--- src/rtl/pgx_pkg.sv ---
package pgx_pkg;
  typedef enum logic [1:0] {
    FLT_NONE   = 2'd0,
    FLT_RANGE  = 2'd1,
    FLT_ABSENT = 2'd2,
    FLT_PROT   = 2'd3
  } fault_e;
endpackage

--- src/rtl/pgx_limit.sv ---
module pgx_limit #(
  parameter int PN_W = 6
) (
  input  logic          clk,
  input  logic          rst_n,
  input  logic          lim_we,
  input  logic [PN_W:0] lim_val,
  input  logic [PN_W-1:0] page,
  output logic          in_range,
  output logic [PN_W:0] lim
);
  localparam logic [PN_W:0] LIM_RST = (PN_W+1)'(1) << PN_W;

  logic [PN_W:0] lim_q, lim_d;

  always_comb begin
    lim_d = lim_q;
    if (lim_we) lim_d = lim_val;
  end

  always_ff @(posedge clk or negedge rst_n) begin
    if (!rst_n) lim_q <= LIM_RST;
    else if (lim_we) lim_q <= lim_d;
  end

  assign in_range = ({1'b0, page} < lim_q);
  assign lim      = lim_q;
endmodule

--- src/rtl/pgx_table.sv ---
module pgx_table #(
  parameter int PN_W    = 6,
  parameter int FRAME_W = 4
) (
  input  logic               clk,
  input  logic               rst_n,
  input  logic [PN_W-1:0]    look_page,
  input  logic               wr_commit,
  input  logic               upd_we,
  input  logic               upd_load,
  input  logic [PN_W-1:0]    upd_page,
  input  logic [FRAME_W-1:0] upd_frame,
  input  logic               upd_ro,
  output logic               look_valid,
  output logic               look_ro,
  output logic [FRAME_W-1:0] look_frame,
  output logic               ev_vld,
  output logic               ev_wb
);
  localparam int NPG = 1 << PN_W;

  logic [NPG-1:0]     v_vec, ro_vec, d_vec;
  logic [FRAME_W-1:0] fr_vec [NPG];

  for (genvar g = 0; g < NPG; g++) begin : g_ent
    logic               v_q, v_d, ro_q, ro_d, d_q, d_d;
    logic [FRAME_W-1:0] fr_q, fr_d;
    logic               hit_wr, hit_upd, en;

    assign hit_wr  = wr_commit && (look_page == PN_W'(g));
    assign hit_upd = upd_we && (upd_page == PN_W'(g));
    assign en      = hit_wr || hit_upd;

    always_comb begin
      v_d  = v_q;
      ro_d = ro_q;
      d_d  = d_q;
      fr_d = fr_q;
      if (hit_wr) d_d = 1'b1;
      if (hit_upd) begin
        if (upd_load) begin
          v_d  = 1'b1;
          ro_d = upd_ro;
          d_d  = 1'b0;
          fr_d = upd_frame;
        end else begin
          v_d = 1'b0;
          d_d = 1'b0;
        end
      end
    end

    always_ff @(posedge clk or negedge rst_n) begin
      if (!rst_n) begin
        v_q  <= 1'b0;
        ro_q <= 1'b0;
        d_q  <= 1'b0;
      end else if (en) begin
        v_q  <= v_d;
        ro_q <= ro_d;
        d_q  <= d_d;
      end
    end

    always_ff @(posedge clk) begin
      if (en) fr_q <= fr_d;
    end

    assign v_vec[g]  = v_q;
    assign ro_vec[g] = ro_q;
    assign d_vec[g]  = d_q;
    assign fr_vec[g] = fr_q;
  end

  assign look_valid = v_vec[look_page];
  assign look_ro    = ro_vec[look_page];
  assign look_frame = fr_vec[look_page];

  logic ev_vld_d, ev_wb_d;

  always_comb begin
    ev_vld_d = upd_we && !upd_load;
    ev_wb_d  = ev_vld_d && v_vec[upd_page] &&
               (d_vec[upd_page] || (wr_commit && (look_page == upd_page)));
  end

  always_ff @(posedge clk or negedge rst_n) begin
    if (!rst_n) begin
      ev_vld <= 1'b0;
      ev_wb  <= 1'b0;
    end else begin
      ev_vld <= ev_vld_d;
      ev_wb  <= ev_wb_d;
    end
  end
endmodule

--- src/rtl/pgx_resp.sv ---
module pgx_resp
  import pgx_pkg::*;
#(
  parameter int FRAME_W = 4,
  parameter int OFF_W   = 4
) (
  input  logic                     clk,
  input  logic                     rst_n,
  input  logic                     req_vld,
  input  logic                     req_wr,
  input  logic [OFF_W-1:0]         req_off,
  input  logic                     in_range,
  input  logic                     look_valid,
  input  logic                     look_ro,
  input  logic [FRAME_W-1:0]       look_frame,
  output logic                     wr_commit,
  output logic                     rsp_vld,
  output logic [1:0]               rsp_fault,
  output logic [FRAME_W+OFF_W-1:0] rsp_pa
);
  localparam int PA_W = FRAME_W + OFF_W;

  fault_e              cause;
  logic                vld_d;
  logic [1:0]          flt_d;
  logic [PA_W-1:0]     pa_d;

  always_comb begin
    if (!in_range)              cause = FLT_RANGE;
    else if (!look_valid)       cause = FLT_ABSENT;
    else if (req_wr && look_ro) cause = FLT_PROT;
    else                        cause = FLT_NONE;
  end

  assign wr_commit = req_vld && req_wr && (cause == FLT_NONE);

  always_comb begin
    vld_d = req_vld;
    flt_d = req_vld ? cause : FLT_NONE;
    pa_d  = '0;
    if (req_vld && (cause == FLT_NONE)) pa_d = {look_frame, req_off};
  end

  always_ff @(posedge clk or negedge rst_n) begin
    if (!rst_n) begin
      rsp_vld   <= 1'b0;
      rsp_fault <= 2'd0;
      rsp_pa    <= '0;
    end else begin
      rsp_vld   <= vld_d;
      rsp_fault <= flt_d;
      rsp_pa    <= pa_d;
    end
  end
endmodule

--- src/rtl/page_xlate.sv ---
module page_xlate #(
  parameter int VA_W    = 10,
  parameter int OFF_W   = 4,
  parameter int FRAME_W = 4
) (
  input  logic                       clk,
  input  logic                       rst_n,
  input  logic                       req_vld,
  input  logic                       req_wr,
  input  logic [VA_W-1:0]            req_va,
  output logic                       rsp_vld,
  output logic [1:0]                 rsp_fault,
  output logic [FRAME_W+OFF_W-1:0]   rsp_pa,
  input  logic                       lim_we,
  input  logic [VA_W-OFF_W:0]        lim_val,
  input  logic                       pte_we,
  input  logic                       pte_load,
  input  logic [VA_W-OFF_W-1:0]      pte_page,
  input  logic [FRAME_W-1:0]         pte_frame,
  input  logic                       pte_ro,
  output logic                       ev_vld,
  output logic                       ev_wb
);
  localparam int PN_W = VA_W - OFF_W;

  logic [PN_W-1:0]    req_page;
  logic [OFF_W-1:0]   req_off;
  logic               in_range;
  logic [PN_W:0]      lim;
  logic               look_valid, look_ro, wr_commit;
  logic [FRAME_W-1:0] look_frame;

  assign req_page = req_va[VA_W-1:OFF_W];
  assign req_off  = req_va[OFF_W-1:0];

  pgx_limit #(.PN_W(PN_W)) u_lim (
    .clk      (clk),
    .rst_n    (rst_n),
    .lim_we   (lim_we),
    .lim_val  (lim_val),
    .page     (req_page),
    .in_range (in_range),
    .lim      (lim)
  );

  pgx_table #(.PN_W(PN_W), .FRAME_W(FRAME_W)) u_tbl (
    .clk        (clk),
    .rst_n      (rst_n),
    .look_page  (req_page),
    .wr_commit  (wr_commit),
    .upd_we     (pte_we),
    .upd_load   (pte_load),
    .upd_page   (pte_page),
    .upd_frame  (pte_frame),
    .upd_ro     (pte_ro),
    .look_valid (look_valid),
    .look_ro    (look_ro),
    .look_frame (look_frame),
    .ev_vld     (ev_vld),
    .ev_wb      (ev_wb)
  );

  pgx_resp #(.FRAME_W(FRAME_W), .OFF_W(OFF_W)) u_rsp (
    .clk        (clk),
    .rst_n      (rst_n),
    .req_vld    (req_vld),
    .req_wr     (req_wr),
    .req_off    (req_off),
    .in_range   (in_range),
    .look_valid (look_valid),
    .look_ro    (look_ro),
    .look_frame (look_frame),
    .wr_commit  (wr_commit),
    .rsp_vld    (rsp_vld),
    .rsp_fault  (rsp_fault),
    .rsp_pa     (rsp_pa)
  );
endmodule

--- config.mk ---
export PLATFORM = sky130hd
export DESIGN_NAME = page_xlate
export DESIGN_NICKNAME = d
export VERILOG_FILES = /design/src/rtl/pgx_pkg.sv /design/src/rtl/pgx_limit.sv /design/src/rtl/pgx_table.sv /design/src/rtl/pgx_resp.sv /design/src/rtl/page_xlate.sv
export SDC_FILE = /design/constraint.sdc
export NUM_CORES = 1
export LEC_CHECK = 0
export BUFFER_PORTS_ARGS = -buffer_cell sky130_fd_sc_hd__clkbuf_2
export CORE_ASPECT_RATIO = 2
export CORE_MARGIN = 2
export CORE_UTILIZATION = 40
export DETAILED_ROUTE_END_ITERATION = 12
export GPL_TIMING_DRIVEN = 0
export PLACE_DENSITY = 0.56
export REMOVE_ABC_BUFFERS = 1
export SETUP_SLACK_MARGIN = 0.05
export SYNTH_ARGS = -nofsm -noshare
export SYNTH_HDL_FRONTEND = slang
export SYNTH_SLANG_ARGS = --single-unit
--- constraint.sdc ---
create_clock -name clk -period 3.05 [get_ports clk]
set_input_delay 0.1525 -clock clk [delete_from_list [all_inputs] [get_ports clk]]
set_output_delay 0.1525 -clock clk [all_outputs]
set_load 0.01 [all_outputs]
---- After elaboration in Yosys (flattened, before gate mapping) ----
Index checks and enable logic that the tools add are counted.
storage, ports and cells
  input bits .............................. 35
  bits in read-only memories .............. 0
  output and inout port bits .............. 13
  word-level logic and storage cells ...... 1000
  memory bits (writable) .................. 0
  flip-flop bits (word level) ............. 468
  memories ................................ 0
  latch bits .............................. 0
operators by class
  equal/unequal tests ..................... 127
  magnitude comparators ................... 4
  reductions and logical operators ........ 461
  div/mod/pow operators ................... 0
  $mul .................................... 0
  add/subtract/negate cells ............... 0
  bitwise logic cells ..................... 1
  mux-type cells .......................... 145
  shift operators ......................... 0
operator list
  operator                                                    count
  == test 6 bit, second input constant                        64
  AND reduction 2 bit                                         128
  == test 6 x 5 -> 1 bit, second input constant               32
  AND reduction 3 bit                                         64
  logical AND 1 bit                                           136
  two-way mux 1 bit                                           133
  nonzero test 2 bit                                          64
  == test 6 x 4 -> 1 bit, second input constant               16
  logical OR 1 bit                                            65
  == test 6 x 3 -> 1 bit, second input constant               8
  binary-select mux 1 bit (select 6 bit)                      4
  binary-select mux 4 bit (select 6 bit)                      1
  == test 6 x 2 -> 1 bit, second input constant               4
  less-than comparator 6 x 7 -> 1 bit, second input constant  2
  == test 6 x 1 -> 1 bit, second input constant               2
  logical NOT 6 bit                                           2
  two-way mux 2 bit                                           4
  two-way mux 4 bit                                           2
  two-way mux 8 bit                                           1
  greater-or-equal comparator 7 bit, second input constant    1
  less-than comparator 6 x 7 -> 1 bit                         1
  inverter 6 -> 7 bit                                         1
  == test 6 bit                                               1
  logical NOT 2 bit                                           1
  logical NOT 1 bit                                           1

---- Longest topological paths before layout ----
Gate-level depths: netlist (run 1).
  depth in word-level cells ............... 11
  gate-level depth with buffers ........... 12

---- By module ----
Synthesis (run 1) repeated with hierarchy kept, for this count alone.
unflattened totals
  cell total of the unflattened synthesis .. 1385
  area total of the unflattened synthesis .. 20597.3 um2
modules (own cells, without submodules)
  module     cells an instance  area an instance (um2)  times used
  pgx_table  1321               19841.5                 1
  pgx_limit  37                 379.1                   1
  pgx_resp   27                 376.6                   1

---- Worst setup path after synthesis (run 1) ----
Ideal clock, no wire load.
  path kind ............................... input to register
  start ................................... in req_va[5]
  end ..................................... reg u_rsp.rsp_pa[4]
  stages on the path ...................... 9
  required time ........................... 2.907 ns
  arrival ................................. 2.748 ns
  slack ................................... 0.160 ns
  path buffers ............................ 5
  path through ............................ buf_2 -> buf_4 -> buf_2 -> buf_2 -> clkbuf_1 -> mux4_2 -> mux4_2 -> mux4_2 -> nor2b_1
on the way
  word-level cells in the longest chain between the ends .. 9
ends and longest elaborated chain
  item                                     RTL line          text
  from (decl)                              page_xlate.sv:10  input logic [VA_W-1:0] req_va,
  binary-select mux 1 bit (select 6 bit)   pgx_table.sv:76   assign look_ro = ro_vec[look_page];
  two-way mux 1 bit (implied by the code)  pgx_table.sv:76
  logical AND 1 bit                        pgx_resp.sv:31    else if (req_wr && look_ro) cause = FLT_PROT;
  two-way mux 2 bit                        pgx_resp.sv:31
  two-way mux 2 bit                        pgx_resp.sv:30    else if (!look_valid) cause = FLT_ABSENT;
  two-way mux 2 bit                        pgx_resp.sv:29    if (!in_range) cause = FLT_RANGE;
  logical NOT 2 bit                        pgx_resp.sv:41    if (req_vld && (cause == FLT_NONE)) pa_d = {look_frame, req_off};
  logical AND 1 bit                        pgx_resp.sv:41
  two-way mux 8 bit *                      pgx_resp.sv:41
  named net u_rsp.pa_d[4]                  pgx_resp.sv:26    logic [PA_W-1:0] pa_d;
  to (signal assigned)                     pgx_resp.sv:52    rsp_pa <= pa_d;
  to (decl)                                pgx_resp.sv:19    output logic [FRAME_W+OFF_W-1:0] rsp_pa
Mark *: on every way through the listed nets, which the timed path passes. The rest lies on a longest branch. The select of a mux whose other input is x is not followed.
A chain may end at the register's enable or synchronous reset.

---- Worst setup path after layout (run 1) ----
  start ................................... reg u_tbl.g_ent[59].ro_q
  end ..................................... reg u_tbl.ev_wb
on the way
  word-level cells in the longest chain between the ends .. 11
ends and longest elaborated chain
  item                                     RTL line         text
  from (decl)                              pgx_table.sv:26  logic v_q, v_d, ro_q, ro_d, d_q, d_d;
  from (signal assigned)                   pgx_table.sv:60  ro_q <= ro_d;
  binary-select mux 1 bit (select 6 bit)   pgx_table.sv:76
  two-way mux 1 bit (implied by the code)  pgx_table.sv:76
  logical AND 1 bit                        pgx_resp.sv:31
  two-way mux 2 bit                        pgx_resp.sv:31
  two-way mux 2 bit                        pgx_resp.sv:30
  two-way mux 2 bit                        pgx_resp.sv:29
  logical NOT 2 bit                        pgx_resp.sv:35   assign wr_commit = req_vld && req_wr && (cause == FLT_NONE);
  logical AND 1 bit                        pgx_resp.sv:35
  logical AND 1 bit                        pgx_table.sv:84  (d_vec[upd_page] || (wr_commit && (look_page == upd_page)));
  logical OR 1 bit                         pgx_table.sv:84
  logical AND 1 bit                        pgx_table.sv:83  ev_wb_d = ev_vld_d && v_vec[upd_page] &&
  named net u_tbl.ev_wb_d                  pgx_table.sv:79  logic ev_vld_d, ev_wb_d;
  to (signal assigned)                     pgx_table.sv:93  ev_wb <= ev_wb_d;
  to (decl)                                pgx_table.sv:18  output logic ev_wb
The timed path passes the listed nets, and every way through them passes these cells. The select of a mux whose other input is x is not followed.

==> run metrics, run 1 <==
TritonCTS Buffers=41; largest net degree at the start of global routing=87; row count=118; die height=327.4 µm; FMAX=0.3465 GHz; Cell Chain, Critical Path=mux4_2, mux4_2, nor2_4, nor4_1, a211oi_4, buf_12, o211ai_1, buf_4, o2bb2ai_1; htree depth=2; Syn Area/Cell=13.97 µm²; combinational power share=9.6%; TritonCTS Sinks=468; highest metal layer with signal wires=met4; pwr dens=573.9 nW/µm²; Slew Limit Fails=0; WP data required=3.48 ns; DRT met1 WL=20420 µm; Setup CP Type=reg2reg; EDFF count, synth=256; min-delay src=pte_we; CTS root buffer=clkbuf_16; Core Region=51670 µm²; Worst setup startpoint=u_tbl.g_ent[59].ro_q; Final HPWL DP=41580 µm; global-route wire length before repair=88850 µm; post-placement cell area=21830 µm²; Met2 Wirelength=32640 µm; final hold violations=0; Async S/R FF share, synth=45.30%; GRT overflow=0; DRT Pass-1 Iters=7; slew margin rel.=8.391%; I/O Buffers=47; crit-path max FO=6; Starting Density=40.47%; FF+latch count, synth=468; Sequential cell area=12990 µm²; Synth Instances=1497; Synth Flop Type=edfxtp_1; Syn Std Cell Area=20910 µm²; Power Total=13.54 mW; routed wire length=59780 µm; Worst Path Arrival=3.32 ns; clock network fraction of design power=38.4%; vias in the first global route=13710; setup repair after global routing missed its margin=false; Peak VDD IR=324.3 µV; fin nets=1581; Vias/cell=5.725; Worst-Margin Slew=1.369 ns; Tot GR Track Use=22.34%; outcome=complete, no violations; Int Pwr=10.31 mW; drt drc=0; slowest stage cell, crit path=mux4_2; xor and xnor fraction of the mapped netlist area=0.2513%; Max Root-Sink Buffers=3; post-synthesis sequential area ratio=62.13%; Synth Area in Simple Gates=9.961%; Final Cell Area=23600 µm²; CP peak stage delay=0.52 ns; GP Congestion=0.9381; pre-CTS setup slack=-1.338 ns; CTS tree=built; Avg WL per Cell=26.78 µm; R2R Path Start=u_tbl.g_ent[59].ro_q; largest family of logic cells by synthesized area=multiplexers; crit start category=flip-flop; Setup Skew=0.01832 ns; Synth Area in Compound Gates=3.853%; max-cap violation count=0; setup ws final=0.1637 ns; Reg power frac=52.1%; CTS clk-pin slew, worst paths=0.07 ns; crit path capture type=flip-flop; TNS Setup=0 ns; final critical-path required period=2.886 ns; Die ar.=54240 µm²; Switching Share=23.86%; post-synthesis adder-cell area fraction=0.2991%; IO Count=48; NetSw=3.231 mW; multiplexer area fraction after synthesis=20.54%; DRT antenna net count=0; Area growth, synth to finish=12.84%; Cell variety after synth=42; multi-input logic area=7410 µm²; P_leak=9.516 nW; layout cells sized above 1=22.79%; Die X=165.7 µm; starting DRC count in detailed routing=1031; Via Count=12780; met3 WL=2344 µm; endpoints failing setup=0; Hold Path Class=in2reg; period utilization=94.63%; Yosys warnings=0; antenna violations before repair=0; clk_lat worst skew=0.56 ns; fillers=4574; Most common cell on crit path=mux4_2
-- cell families (layout without fill, tap and decap cells) --
family | count (synthesis) | after routing
AO/OA/AOI/OAI | 108 | 108
buffers and inverters | 156 | 230
flip-flops | 468 | 468
multiplexers | 238 | 238
adder cells (fa/ha/maj) | 5 | 5
other | 0 | 1
AND/OR/NAND/NOR | 516 | 516
XOR/XNOR | 6 | 6
-- worst max-delay path: cells and delay by family, from the launching register on --
| family | cells | cell delay (ns) |
|---|---|---|
| AOI/OAI and AO/OA | 3 | 0.66 |
| buffers and inverters | 2 | 0.36 |
| muxes | 2 | 1.04 |
| and+or+nand+nor | 2 | 0.33 |
| DFF | 1 | 0.38 |
-- power groups by stage --
stage	logic [mW]	registers, mW	clock network [mW]
2_1_floorplan	0.638	7.13	0
3_3_place_gp	1.23	7.17	0
3_5_place_dp	1.24	7.18	0
4_1_cts	1.30	7.05	5.32
5_1_grt	1.39	7.08	5.53
6_report	1.30	7.05	5.19
-- timing repair --
item                                    4_1_cts  5_1_grt
gates cloned                                  1        0
hold endpoints to repair                     77        0
endpoints found under the setup margin       74       70
gates resized for setup                      10       10
hold buffers                                 23        0
setup buffers                                 2        2
pin swaps                                     2        0
-- Yosys cell counts, drive strengths merged (4+ instances only) --
library cell | count | area, µm²
clkbuf | 44 | 166.4
buf | 38 | 175.2
o31ai | 64 | 480.5
nor2 | 91 | 341.6
a21oi | 9 | 45.04
nand2b | 10 | 62.56
nand2 | 359 | 1348
o21ai | 6 | 30.03
a22oi | 15 | 112.6
nor3 | 7 | 35.03
mux2i | 22 | 220.2
mux2 | 70 | 788.3
o211ai | 5 | 57.56
inv | 74 | 277.8
nand3 | 16 | 80.08
nor4 | 4 | 25.02
ha | 5 | 62.56
edfxtp | 256 | 7687
mux4 | 146 | 3288
dfrtp | 211 | 5280
nor2b | 15 | 93.84
-- placed cells by master (no fill, tap or decap), types with 4 or more instances in the layout --
cell type | netlist | layout
clkbuf_1 | 43 | 7
o31ai_1 | 64 | 58
nor2_1 | 91 | 90
inv_1 | 74 | 74
clkinvlp_4 | 0 | 4
dlygate4sd3_1 | 0 | 23
clkbuf_2 | 1 | 39
nor2b_1 | 15 | 15
clkbuf_16 | 0 | 43
nor3_1 | 7 | 6
a22oi_1 | 15 | 15
o21ai_0 | 6 | 6
edfxtp_1 | 256 | 256
o211ai_4 | 0 | 4
nand3_1 | 16 | 16
mux2_2 | 70 | 70
buf_12 | 0 | 4
a21oi_1 | 9 | 9
nand2_1 | 359 | 359
ha_1 | 5 | 5
clkinv_2 | 0 | 8
buf_16 | 0 | 4
bufinv_16 | 0 | 4
clkbuf_4 | 0 | 5
dfrtp_1 | 211 | 211
nand2b_1 | 10 | 10
mux2i_1 | 22 | 22
mux4_2 | 146 | 146
o31ai_2 | 0 | 6
-- layout make-up --
cell class	count	share of cell area (%)
clock buffer	49	4.517
multi-input combinational	873	31.40
antenna	1	0.01060
sequential	468	55.06
tap	660	3.499
timing repair buffer	83	3.335
clock inverter	24	1.002
inverter	74	1.177
-- state kept, by name, indices dropped and copies added (netlist names) --
register          count
u_tbl.g_ent.ro_q     64
u_tbl.ev_vld          1
u_tbl.g_ent.fr_q    256
u_rsp.rsp_pa          8
u_rsp.rsp_fault       2
u_tbl.g_ent.d_q      64
u_lim.lim             7
u_tbl.g_ent.v_q      64
u_rsp.rsp_vld         1
u_tbl.ev_wb           1
-- layer usage --
layer  global-route usage [%]  up-vias
li1                         -     5548
met1                    23.38     6643
met3                    2.900      175
met5                        0        -
met4                    14.14        0
met2                    41.91      413
-- stage by stage --
stage / instances / utilization (%) / hold slack, ns
2_1_floorplan: 1415 / - / -0.1431
3_3_place_gp: 2122 / 41.86 / 0.3526
3_5_place_dp: 2129 / 42.24 / 0.1223
4_1_cts: 2228 / 45.47 / 0.0008519
5_1_grt: 2231 / 45.66 / 0.03548
6_report: 2232 / 45.67 / 0.04246
-- path summary, 6_finish.rpt --
kind | end | slack [ns] | cells past startpoint
min in group asynchronous | u_lim.lim[2] | 0.09 | 2
max | u_tbl.ev_wb | 0.16 | 9
max in group asynchronous | u_tbl.g_ent[53].ro_q | 1.76 | 4
max reg2reg | u_tbl.ev_wb | 0.16 | 9
min | u_tbl.ev_vld | 0.04 | 3
min reg2reg | u_tbl.g_ent[2].d_q | 0.48 | 2
(Power assumes the default switching activity.)
==> run 2, diff against run 1 <==
--- a/config.mk
+++ b/config.mk
@@ -5,6 +5,7 @@
 export SDC_FILE = /design/constraint.sdc
 export NUM_CORES = 1
 export LEC_CHECK = 0
+export ABC_AREA = 0
 export BUFFER_PORTS_ARGS = -buffer_cell sky130_fd_sc_hd__clkbuf_2
 export CORE_ASPECT_RATIO = 2
 export CORE_MARGIN = 2
@@ -12,7 +13,6 @@
 export DETAILED_ROUTE_END_ITERATION = 12
 export GPL_TIMING_DRIVEN = 0
 export PLACE_DENSITY = 0.56
-export REMOVE_ABC_BUFFERS = 1
 export SETUP_SLACK_MARGIN = 0.05
 export SYNTH_ARGS = -nofsm -noshare
 export SYNTH_HDL_FRONTEND = slang
==> run 2 against run 1 <==
  * Global-route usage increased by 4.4 points
  * Via count increased by 4.6%
  * Sequential power about the same
  * Fmax down 4.3%
  * Final cell count increased by 3.2%
  * Power increased by 2.6%
==> run metrics, run 2 (same netlist as run 1, synthesis figures left out) <==
Int Pwr=10.40 mW (was 10.31 mW); largest net degree at the start of global routing=101 (was 87); CTS tree=built (unchanged); Switching Share=25.14% (was 23.86%); CTS clk-pin slew, worst paths=0.07 ns (about the same); Peak VDD IR=461.0 µV (was 324.3 µV); final hold violations=0 (unchanged); layout cells sized above 1=23.17% (was 22.79%); crit path capture type=flip-flop (unchanged); Most common cell on crit path=buf_2 (was mux4_2); Die X=165.7 µm (unchanged); Worst Path Arrival=3.28 ns (was 3.32 ns); Starting Density=40.47% (unchanged); htree depth=2 (unchanged); endpoints failing setup=0 (unchanged); vias in the first global route=14440 (was 13710); Final HPWL DP=54710 µm (was 41580 µm); I/O Buffers=42 (was 47); Sequential cell area=12990 µm² (unchanged); Core Region=51670 µm² (unchanged); Reg with most FFs=u_tbl.g_ent.fr_q (unchanged); Final Cell Area=23790 µm² (was 23600 µm²); Worst-Margin Slew=1.395 ns (was 1.369 ns); number of flip-flops under the largest register name=256 (unchanged); combinational power share=9.9% (was 9.6%); CP peak stage delay=0.73 ns (was 0.52 ns); Vias/cell=5.805 (was 5.725); global-route wire length before repair=102000 µm (was 88850 µm); Tot GR Track Use=26.71% (was 22.34%); Via Count=13370 (was 12780); clock network fraction of design power=39.3% (was 38.4%); clk_lat worst skew=0.59 ns (was 0.56 ns); outcome=complete, no violations (unchanged); WP data required=3.31 ns (was 3.48 ns); GP Congestion=0.9920 (was 0.9381); Reg power frac=50.8% (was 52.1%); TritonCTS Sinks=468 (unchanged); die height=327.4 µm (unchanged); Cell Chain, Critical Path=buf_2, buf_2, clkbuf_1, nand3_1, nor2_1, nand2_1, inv_1 (was mux4_2, mux4_2, nor2_4, nor4_1, a211oi_4, buf_12, o211ai_1, buf_4, o2bb2ai_1); Die ar.=54240 µm² (unchanged); fin nets=1646 (was 1581); period utilization=98.94% (was 94.63%); DRT antenna net count=0 (unchanged); slowest stage cell, crit path=buf_2 (was mux4_2); TNS Setup=0 ns (unchanged); Slew Limit Fails=0 (unchanged); DRT Pass-1 Iters=6 (was 7); final critical-path required period=3.018 ns (was 2.886 ns); fin util=46.03% (was 45.67%); TritonCTS Buffers=42 (was 41); multi-input logic area=7387 µm² (was 7410 µm²); Setup Skew=0.02620 ns (was 0.01832 ns); crit start category=input pin (was flip-flop); IO Count=48 (unchanged); post-placement cell area=22010 µm² (was 21830 µm²); Max Root-Sink Buffers=3 (unchanged); syn_nets=1537; routed wire length=71630 µm (was 59780 µm); crit-path max FO=19 (was 6); drt drc=0 (unchanged); Area growth, synth to finish=13.74% (was 12.84%); fillers=4738 (was 4574); FMAX=0.3314 GHz (was 0.3465 GHz); Power Total=13.89 mW (was 13.54 mW); starting DRC count in detailed routing=1216 (was 1031); cell family with most CP delay=buffers and inverters (was multiplexers); Avg WL per Cell=31.10 µm (was 26.78 µm); slew margin rel.=6.980% (was 8.391%); worst path buffer plus inverter count=4 (was 2); Hold Path Class=in2reg (unchanged); commonest non-fill, non-tap cell in the layout=nand2_1 (unchanged); NetSw=3.492 mW (was 3.231 mW); Setup CP Type=in2reg (was reg2reg); P_leak=9.626 nW (was 9.516 nW); GRT overflow=0 (unchanged); antenna violations before repair=2 (was 0); row count=118 (unchanged); most frequent cells in the layout=359 x nand2_1, 256 x edfxtp_1, 211 x dfrtp_1 (unchanged); max-cap violation count=0 (unchanged); CTS root buffer=clkbuf_16 (unchanged); setup repair after global routing missed its margin=true (was false); pwr dens=584.0 nW/µm² (was 573.9 nW/µm²)
[run 2: worst register-to-register path, cell delays in order (launching register included)]
cell      delay [ns]
dfrtp_1         0.38
mux4_2          0.55
mux4_2          0.50
nor2_1          0.12
nor4_1          0.11
a211oi_4        0.21
buf_12          0.16
buf_4           0.13
o211ai_4        0.15
buf_2           0.27
o31ai_1         0.26
[run 2: metrics by stage]
stage / hold slack [ns] / setup slack [ns] / instances
after floorplan: -0.1431 / 0.1595 / 1497
after global placement: 0.3513 / -2.599 / 2199
after detailed placement: 0.009562 / -1.425 / 2201
after CTS: 0.06079 / -0.03264 / 2296
after global routing: 0.1193 / 0.005471 / 2302
final: 0.08061 / 0.03245 / 2303
[run 2: timing repair]
action / in CTS / in global routing
endpoints found under the setup margin: 424 / 60
endpoints found under the hold margin: 126 / 0
pin swaps: 2 / 1
buffers inserted: 2 / 3
hold buffers: 17 / 0
resized for setup: 27 / 15
[run 2: worst paths after layout]
path	from	to	slack [ns]	cells past startpoint
max in group asynchronous	rst_n	u_lim.lim[2]	1.90	4
worst max register to register	u_tbl.g_ent[59].ro_q	u_tbl.g_ent[12].d_q	0.11	10
worst max-delay path	pte_page[0]	u_tbl.g_ent[23].fr_q[0]	0.03	7
worst min register to register	u_tbl.g_ent[56].d_q	u_tbl.g_ent[56].d_q	0.48	2
min in group asynchronous	rst_n	u_tbl.g_ent[55].v_q	0.17	3
worst min-delay path	lim_we	u_lim.lim[1]	0.08	4
[run 2: area by class of cell]
cell class,count,share of cell area (%)
Antenna cell,3,0.03156
Buffer,80,1.699
Clock buffer,53,4.765
Clock inverter,25,1.026
Inverter,74,1.168
Multi-Input combinational cell,873,31.05
Sequential cell,468,54.62
Tap cell,660,3.471
Timing Repair Buffer,67,2.162
[run 2: power groups by stage]
stage | clock (mW) | combinational, mW | sequential [mW]
global placement | 0 | 1.28 | 7.17
finish | 5.46 | 1.37 | 7.06
CTS | 5.54 | 1.34 | 7.05
global route | 5.75 | 1.46 | 7.08
detailed placement | 0 | 1.30 | 7.18
floorplan | 0 | 0.767 | 7.13
[run 2: per-layer routing]
metal  routed length (µm)  share of wire (%)  vias up  track usage (%)
li1                     -                  -     5700                -
met4                 7065                9.9        0            21.87
met5                    0                  0        -                0
met1                22440                 31     6888            26.13
met3                 3225                4.5      232            3.649
met2                38890                 54      548            49.59
